==> config.mk <==
export PLATFORM = sky130hd
export DESIGN_NAME = frame_phase_aligner
export DESIGN_NICKNAME = d
export VERILOG_FILES = /design/src/rtl/fpa_pkg.sv /design/src/rtl/fpa_edge_detect.sv /design/src/rtl/fpa_silence.sv /design/src/rtl/fpa_phase_ctr.sv /design/src/rtl/frame_phase_aligner.sv
export SDC_FILE = /design/constraint.sdc
export NUM_CORES = 1
export LEC_CHECK = 0
export BUFFER_PORTS_ARGS = -buffer_cell sky130_fd_sc_hd__buf_4
export CORE_MARGIN = 4
export CORE_UTILIZATION = 39
export DETAILED_ROUTE_END_ITERATION = 7
export GPL_ROUTABILITY_DRIVEN = 1
export SKIP_LAST_GASP = 1
export SYNTH_ARGS = -nofsm -noshare
export SYNTH_HDL_FRONTEND = slang
export SYNTH_HIERARCHICAL = 1
export SYNTH_SLANG_ARGS = --single-unit
==> constraint.sdc <==
create_clock -name clk -period 5.3 [get_ports clk]
set_clock_uncertainty 0.05 [all_clocks]
set_input_delay 0.265 -clock clk [delete_from_list [all_inputs] [get_ports clk]]
set_output_delay 0.265 -clock clk [all_outputs]
set_load 0.05 [all_outputs]
==> src/rtl/fpa_pkg.sv <==
package fpa_pkg;

    typedef enum logic [1:0] {
        REF_LR_RISE = 2'd0,
        REF_LR_FALL = 2'd1,
        REF_WD_RISE = 2'd2
    } ref_sel_e;

endpackage

==> src/rtl/fpa_edge_detect.sv <==
module fpa_edge_detect
    import fpa_pkg::*;
#(
    parameter int SYNC_STAGES = 2
) (
    input  logic     clk,
    input  logic     rst_n,
    input  logic     lr_clk,
    input  logic     wd_clk,
    input  ref_sel_e sel,
    output logic     ref_edge
);

    localparam int TOP = SYNC_STAGES - 1;

    typedef struct packed {
        logic [SYNC_STAGES-1:0] lr_sync;
        logic [SYNC_STAGES-1:0] wd_sync;
        logic                   prev;
    } edge_st_t;

    edge_st_t st_d, st_q;
    logic     lvl;

    always_comb begin
        st_d         = st_q;
        st_d.lr_sync = {st_q.lr_sync[TOP-1:0], lr_clk};
        st_d.wd_sync = {st_q.wd_sync[TOP-1:0], wd_clk};
        lvl          = (sel == REF_WD_RISE) ? st_q.wd_sync[TOP] : st_q.lr_sync[TOP];
        st_d.prev    = lvl;
        if (sel == REF_LR_FALL) begin
            ref_edge = !lvl && st_q.prev;
        end else begin
            ref_edge = lvl && !st_q.prev;
        end
    end

    always_ff @(posedge clk or negedge rst_n) begin
        if (!rst_n) begin
            st_q <= '0;
        end else begin
            st_q <= st_d;
        end
    end

    // an edge pulse never lasts two cycles
    assert_edge_single_R5: assert property (@(posedge clk) disable iff (!rst_n)
        ref_edge && $stable(sel) |=> !ref_edge);

endmodule

==> src/rtl/fpa_silence.sv <==
module fpa_silence #(
    parameter int DW   = 32,
    parameter int ZRUN = 8192
) (
    input  logic          clk,
    input  logic          rst_n,
    input  logic          stb,
    input  logic [DW-1:0] l_in,
    input  logic [DW-1:0] r_in,
    output logic          silent
);

    localparam int ZW = $clog2(ZRUN + 1);
    localparam logic [ZW-1:0] ZMAX = ZW'(ZRUN);

    typedef struct packed {
        logic [ZW-1:0] run;
    } sil_st_t;

    sil_st_t st_d, st_q;
    logic    both_zero;

    always_comb begin
        st_d      = st_q;
        both_zero = (l_in == '0) && (r_in == '0);
        if (stb) begin
            if (!both_zero) begin
                st_d.run = '0;
            end else if (st_q.run != ZMAX) begin
                st_d.run = st_q.run + ZW'(1);
            end
        end
        silent = (st_q.run == ZMAX);
    end

    always_ff @(posedge clk or negedge rst_n) begin
        if (!rst_n) begin
            st_q <= '0;
        end else begin
            st_q <= st_d;
        end
    end

    assert_flag_clears_R2: assert property (@(posedge clk) disable iff (!rst_n)
        stb && ((l_in != '0) || (r_in != '0)) |=> !silent);

    assert_flag_holds_R2: assert property (@(posedge clk) disable iff (!rst_n)
        silent && stb && (l_in == '0) && (r_in == '0) |=> silent);

    assert_no_overflow_R1: assert property (@(posedge clk) disable iff (!rst_n)
        silent && !stb |=> silent);

endmodule

==> src/rtl/fpa_phase_ctr.sv <==
module fpa_phase_ctr #(
    parameter int PH_W        = 8,
    parameter int TOL         = 4,
    parameter int BLANK_WRAPS = 2
) (
    input  logic            clk,
    input  logic            rst_n,
    input  logic            ref_edge,
    input  logic            armed,
    output logic [PH_W-1:0] phase,
    output logic            load,
    output logic            blank
);

    localparam int BW = $clog2(BLANK_WRAPS + 1);
    localparam logic [PH_W-1:0] PMAX = {PH_W{1'b1}};
    localparam logic [PH_W-1:0] LO_LIM = PH_W'(TOL);
    localparam logic [PH_W-1:0] HI_LIM = PH_W'((2 ** PH_W) - TOL);
    localparam logic [BW-1:0] BLANK_INIT = BW'(BLANK_WRAPS);

    typedef struct packed {
        logic [PH_W-1:0] cnt;
        logic [BW-1:0]   blank_left;
    } ph_st_t;

    ph_st_t st_d, st_q;
    logic   in_window;

    always_comb begin
        st_d      = st_q;
        in_window = (st_q.cnt <= LO_LIM) || (st_q.cnt >= HI_LIM);
        load      = ref_edge && armed && !in_window;
        if (load) begin
            st_d.cnt        = PH_W'(1);
            st_d.blank_left = BLANK_INIT;
        end else begin
            st_d.cnt = st_q.cnt + PH_W'(1);
            if (st_q.blank_left != '0 && st_q.cnt == PMAX) begin
                st_d.blank_left = st_q.blank_left - BW'(1);
            end
        end
        phase = st_q.cnt;
        blank = (st_q.blank_left != '0);
    end

    always_ff @(posedge clk or negedge rst_n) begin
        if (!rst_n) begin
            st_q <= '0;
        end else begin
            st_q <= st_d;
        end
    end

    assert_free_run_R3: assert property (@(posedge clk) disable iff (!rst_n)
        !load |=> phase == $past(phase) + PH_W'(1));

    assert_rebase_R6: assert property (@(posedge clk) disable iff (!rst_n)
        load |=> (phase == PH_W'(1)) && blank);

endmodule

==> src/rtl/frame_phase_aligner.sv <==
module frame_phase_aligner
    import fpa_pkg::*;
#(
    parameter int DW          = 32,
    parameter int PH_W        = 8,
    parameter int ZRUN        = 8192,
    parameter int TOL         = 4,
    parameter int BLANK_WRAPS = 2,
    parameter int SYNC_STAGES = 2
) (
    input  logic            clk,
    input  logic            rst_n,
    input  logic            lr_clk,
    input  logic            wd_clk,
    input  logic            ext_mode,
    input  logic            fall_sel,
    input  logic            sync_en,
    input  logic            soft_run,
    input  logic            smp_stb,
    input  logic [DW-1:0]   l_in,
    input  logic [DW-1:0]   r_in,
    output logic            zero_l,
    output logic            zero_r,
    output logic [PH_W-1:0] phase,
    output logic            realign,
    output logic [DW-1:0]   l_out,
    output logic [DW-1:0]   r_out
);

    typedef struct packed {
        logic [DW-1:0] l_hold;
        logic [DW-1:0] r_hold;
    } dat_st_t;

    dat_st_t  dat_d, dat_q;
    ref_sel_e sel;
    logic     ref_edge;
    logic     silent;
    logic     armed;
    logic     blank;

    always_comb begin
        if (ext_mode) begin
            sel = REF_WD_RISE;
        end else if (fall_sel) begin
            sel = REF_LR_FALL;
        end else begin
            sel = REF_LR_RISE;
        end
        armed = sync_en && (silent || !soft_run);
    end

    fpa_edge_detect #(
        .SYNC_STAGES(SYNC_STAGES)
    ) u_edge (
        .clk     (clk),
        .rst_n   (rst_n),
        .lr_clk  (lr_clk),
        .wd_clk  (wd_clk),
        .sel     (sel),
        .ref_edge(ref_edge)
    );

    fpa_silence #(
        .DW  (DW),
        .ZRUN(ZRUN)
    ) u_sil (
        .clk   (clk),
        .rst_n (rst_n),
        .stb   (smp_stb),
        .l_in  (l_in),
        .r_in  (r_in),
        .silent(silent)
    );

    fpa_phase_ctr #(
        .PH_W       (PH_W),
        .TOL        (TOL),
        .BLANK_WRAPS(BLANK_WRAPS)
    ) u_ctr (
        .clk     (clk),
        .rst_n   (rst_n),
        .ref_edge(ref_edge),
        .armed   (armed),
        .phase   (phase),
        .load    (realign),
        .blank   (blank)
    );

    always_comb begin
        dat_d = dat_q;
        if (smp_stb) begin
            dat_d.l_hold = blank ? '0 : l_in;
            dat_d.r_hold = blank ? '0 : r_in;
        end
        l_out  = blank ? '0 : dat_q.l_hold;
        r_out  = blank ? '0 : dat_q.r_hold;
        zero_l = silent;
        zero_r = silent;
    end

    always_ff @(posedge clk or negedge rst_n) begin
        if (!rst_n) begin
            dat_q <= '0;
        end else begin
            dat_q <= dat_d;
        end
    end

    assert_disabled_R10: assert property (@(posedge clk) disable iff (!rst_n)
        !sync_en |-> !realign);

    assert_armed_only_R4: assert property (@(posedge clk) disable iff (!rst_n)
        realign |-> (zero_l || !soft_run));

    assert_blank_store_R8: assert property (@(posedge clk) disable iff (!rst_n)
        realign |=> (l_out == '0) && (r_out == '0));

    assert_pass_R9: assert property (@(posedge clk) disable iff (!rst_n)
        smp_stb && !blank && !realign |=> l_out == $past(l_in));

endmodule

==> Word level (Yosys, flattened, before mapping) <==
Index checks and enable logic that the tools add are counted.
W data, S select, Z words.
{ "word_totals": {"wordCells": 49, "in_bits": 73, "output_inout_bits": 75, "regBits": 93} }
{ "op_classes": {"reduce_logical": 18, "addsub": 3, "muxes": 12, "n_eq_ne": 6, "magnitude_cmp": 2} }
{ "op_table": {"columns": ["cell", "n"], "rows": [
  ["$mux W32", 4],
  ["$logic_not A32 Y1", 2],
  ["$mux W14", 2],
  ["$add A14 B1 Y14 const B", 1],
  ["$eq A14 B14 Y1 const B", 1],
  ["$ne A14 B14 Y1 const B", 1],
  ["$mux W10", 1],
  ["$add A8 B1 Y8 const B", 1],
  ["$eq A8 B8 Y1 const B", 1],
  ["$ge A8 B8 Y1 const B", 1],
  ["$le A8 B3 Y1 const B", 1],
  ["$logic_and A1 B1 Y1", 7],
  ["$logic_not A1 Y1", 4],
  ["$mux W2", 2],
  ["$reduce_bool A2 Y1", 2],
  ["$mux W1", 3],
  ["$eq A2 B1 Y1 const B", 1],
  ["$eq A2 B2 Y1 const B", 1],
  ["$logic_or A1 B1 Y1", 2],
  ["$ne A2 B2 Y1 const B", 1],
  ["$reduce_and A2 Y1", 1],
  ["$sub A2 B1 Y2 const B", 1]
]} }

==> Logic depth before layout (Yosys ltp) <==
{ "logic_depth": {"word_depth": 10, "mapped_depth": 10, "ltp_nobuf": 9} }

==> Hierarchy <==
The synthesis kept the hierarchy.
{ "by_module_without_submodules": {"columns": ["module", "area_each_um2", "seq_area_each_um2", "cells_per_inst", "n_inst"], "rows": [
  ["frame_phase_aligner", 3151.8, 1601.5, 352, 1],
  ["fpa_silence", 939.7, 350.3, 104, 1],
  ["fpa_phase_ctr", 635.6, 250.2, 64, 1],
  ["fpa_edge_detect", 195.2, 125.1, 11, 1]
]} }

==> Least setup slack after synthesis <==
No wires, ideal clock.
{ "synth_path": {"path_kind": "register -> output", "startpoint": "register u_sil/st_q[0] (netlist bit)", "endpoint": "output realign", "slack_ns": 2.753, "stages_incl_launch_ff": 11, "t_arrival_ns": 2.232, "path_cell_list": "dfrtp_1 inv_1 ha_1 nor3b_1 nand4_1 inv_1 inv_1 a21boi_0 o311a_1 buf_6 and2_1"} }
{ "synth_via": {"elab_chain_cells": 5} }
{ "synth_rtl": {"columns": ["item", "line_no", "rtl"], "rows": [
  ["start: declaration", "fpa_silence.sv:20", "sil_st_t st_d, st_q;"],
  ["start signal: assignment", "fpa_silence.sv:40", "st_q <= st_d;"],
  ["$eq A14 B14 Y1", "fpa_silence.sv:33", "silent = (st_q.run == ZMAX);"],
  ["named net zero_l", "frame_phase_aligner.sv:22", "output logic zero_l,"],
  ["$logic_or A1 B1 Y1", "frame_phase_aligner.sv:50", "armed = sync_en && (silent || !soft_run);"],
  ["$logic_and A1 B1 Y1", "frame_phase_aligner.sv:50", null],
  ["named net armed", "frame_phase_aligner.sv:39", "logic armed;"],
  ["$logic_and A1 B1 Y1 (2 in series)", "fpa_phase_ctr.sv:32", "load = ref_edge && armed && !in_window;"],
  ["end: declaration", "frame_phase_aligner.sv:25", "output logic realign,"]
]} }
The timed path passes the listed nets, and every way through them passes these cells.

==> Worst setup path in the final report <==
{ "layout_path": {"startpoint": "register u_ctr/st_q[0] (netlist bit)", "endpoint": "output r_out[4]"} }
{ "layout_via": {"elab_chain_cells": 2} }
{ "layout_rtl": {"columns": ["item", "line_no", "rtl"], "rows": [
  ["start: declaration", "fpa_phase_ctr.sv:26", "ph_st_t st_d, st_q;"],
  ["start signal: assignment", "fpa_phase_ctr.sv:50", "st_q <= st_d;"],
  ["$reduce_bool A2 Y1", "fpa_phase_ctr.sv:43", "blank = (st_q.blank_left != '0);"],
  ["named net blank", "frame_phase_aligner.sv:40", "logic blank;"],
  ["$mux W32", "frame_phase_aligner.sv:97", "r_out = blank ? '0 : dat_q.r_hold;"],
  ["end: declaration", "frame_phase_aligner.sv:27", "output logic [DW-1:0] r_out"]
]} }
The timed path passes the listed nets, and every way through them passes these cells.

==> results.yml <==
detailed_routing:
  finalWirelength_um: 12300
  vias_per_cell: 4.99
  drt-initial-drc-count: 188
  ant_nets: 0
  dr.pass1.iters: 4
  detail_route.wl_per_cell_um: 14.9
  route.detailed.drc: 0
  vias: 4118
setup_path:
  arrival_ns: 2.86
  start_kind: "flop"
  rrSetupSlack_ns: 2.70
  cp.required_ns: 4.99
  crit_path_end_kind: "output port"
  path_max_fanout: 82
  path_class: "flop to output port"
floorplan:
  num_rows: 40
  die_w_um: 120
  pin_count: 148
  core-area_um2: 12200
  die_h_um: 120
  start_util_pct: 40.5
  die-area_um2: 14500
yosys:
  synth-seq-cells: 93
  synth_area_leaders: "dfrtp_1 47%, nand3b_1 9.8%, inv_1 5.7%"
  synth_cells: 531
  ys_seq_area_share_pct: 47.3
  ys.warnings.count: 6
  synth.distinct_cells: 51
  synth.avg_cell_area_um2: 9.27
  syn-num-nets: 609
  postSynth.asyncResetShare_pct: 100
  yosysMostFrequentCell: "dfrtp_1"
  synth-edff-count: 0
  netlist_top_cells_count: "93 x dfrtp_1, 75 x inv_1, 64 x nand3b_1, 50 x nor2_1, 49 x o21ai_1"
  synth_top_cell_area_share_pct: 47.3
  synth_area_um2: 4920
  yosys.area.top_type: "dfrtp_1"
  synth-main-ff-cell: "dfrtp_1"
sta:
  hold_slack_ns: 0.119
  min_period_over_period_pct: 59.9
  rsz0062_at_grt: "no"
  final-hold-violation-count: 0
  fmax_mhz: 315
  min_period_ns: 3.17
  finalMaxSlewViolations: 0
  fin_setup_tns_ns: 0
  setup_viol: 0
  worst_pin_slew_ns: 1.01
  slew_headroom_pct: 32.4
clock_tree:
  clk-insertion-delay-late_ns: 0.34
  cts.path.max_buffers: 2
  cts_sinks: 93
  post_cts_buffers: 0
  cts_tree: "yes"
  clkTransAtPathRegs_ns: 0.06
  cts_root_buf: "clkbuf_16"
  cts_made_buffers: 9
  htree_levels: 3
final_layout:
  multi_input_comb_area_um2: 2010
  drive_gt1_share_pct: 30.6
  fillers: 1167
  antennaDiodeCount: 0
  area_growth_pct: 27.4
  regArea_um2: 2330
  fin_nets: 731
pwr:
  vdd_drop_max_mv: 0.175
  p_leak_nw: 2.84
  power_density_nw_per_um2: 390
  power_mw: 2.45
run_status:
  status: "completed"
grt:
  grtUsageTotal_pct: 17.6
  gr-total-overflow: 0
  antenna_found_initial: 0
  grt_max_degree: 95
  grt_pass1_wl_um: 20600
  grt_pass1_vias: 4115
placed_design:
  gp_congestion: 0.768
  port_buffers: 147
  hpwl_um: 8840
job:
  maxCapViolCount: 0
worst_hold_path:
  hold_path_class: "primary input to flop"
==> registers in the layout, indices dropped and copies added, names as in the netlist <==
signal,cells
u_edge/st_d,2
u_ctr/st_q,2
u_sil/st_q,14
u_edge/st_q,3
u_ctr/phase,8
dat_q,64
==> report_power, final <==
part	internal (mW)	leakage, nW	switching [mW]
clock network	0.358	0.145	0.261
logic	0.312	1.45	0.593
registers	0.851	1.25	0.0706
==> cell usage in the layout, fill, tap and decap left out, types with 2 or more instances in the layout <==
cell type / instances
dlygate4sd3_1: 3
nor4_2: 2
xnor2_1: 2
nand3_1: 5
clkbuf_16: 9
a21oi_1: 3
nor4_1: 17
or3_1: 4
nand3b_1: 64
inv_1: 74
ha_1: 5
a22oi_2: 4
buf_4: 150
nor2_1: 50
nor2_2: 19
mux2i_1: 2
o21ai_0: 26
dfrtp_1: 93
clkinv_2: 6
nor3_1: 5
a22o_1: 8
nand2_1: 6
o21ai_1: 49
or2_2: 2
a31o_2: 3
and3_1: 5
nor2b_1: 7
or4_1: 3
nand4_1: 9
==> cell families after synthesis <==
family	after synthesis	share of synthesized area (%)
adders and majority gates	5	1.27
DFF	93	47.3
muxes	4	0.940
buffers and inverters	117	11.8
xor gates and xnor gates	3	0.534
AOI/OAI and AO/OA	102	12.6
and+or+nand+nor	207	25.5
==> metal layers <==
metal | wire length (um) | up-vias | track usage [%]
li1 | - | 2034 | -
met1 | 5740 | 1949 | 25.1
met2 | 5510 | 118 | 25.7
met3 | 898 | 17 | 5.61
met4 | 157 | 0 | 5.17
met5 | 0 | - | 0
==> stage by stage <==
stage	util (%)	instance area, um2	cells	setup slack (ns)
after floorplan	-	4920	531	2.75
after global placement	49.0	5960	807	2.38
after detailed placement	49.0	5960	807	2.41
after CTS	51.6	6270	825	2.12
after global routing	51.6	6270	825	1.89
final	51.6	6270	825	2.13
==> repair_timing <==
action | 4_1_cts | 5_1_grt
gates resized for setup | 0 | 0
hold endpoints to repair | 43 | 0
hold buffers | 3 | 0
==> worst max-delay path, cell delays in order (launching register included) <==
cell      delay [ns]
dfrtp_1         0.39
inv_1           0.06
ha_1            0.24
clkinv_2        0.79
buf_4           0.59
nor2_1          0.18
buf_4           0.22
==> final timing paths <==
path | depth (start not counted) | start | endpoint
min | 3 | r_in[28] | dat_q[28]
max reg2reg | 6 | u_ctr/st_q[0] | dat_q[24]
max | 6 | u_ctr/st_q[0] | r_out[4]
min reg2reg | 0 | u_edge/st_d[4] | u_edge/st_q[4]
min in group asynchronous | 2 | rst_n | u_ctr/phase[7]
max in group asynchronous | 3 | rst_n | dat_q[47]
==> final cells by class <==
| cell class | count | share of cell area (%) |
|---|---|---|
| clock inverter | 6 | 0.878 |
| multi-input combinational | 321 | 32.1 |
| tap | 168 | 3.35 |
| inverter | 75 | 4.51 |
| sequential | 93 | 37.1 |
| timing repair buffer | 153 | 18.4 |
| clock buffer | 9 | 3.59 |
(Power assumes the default switching activity.)
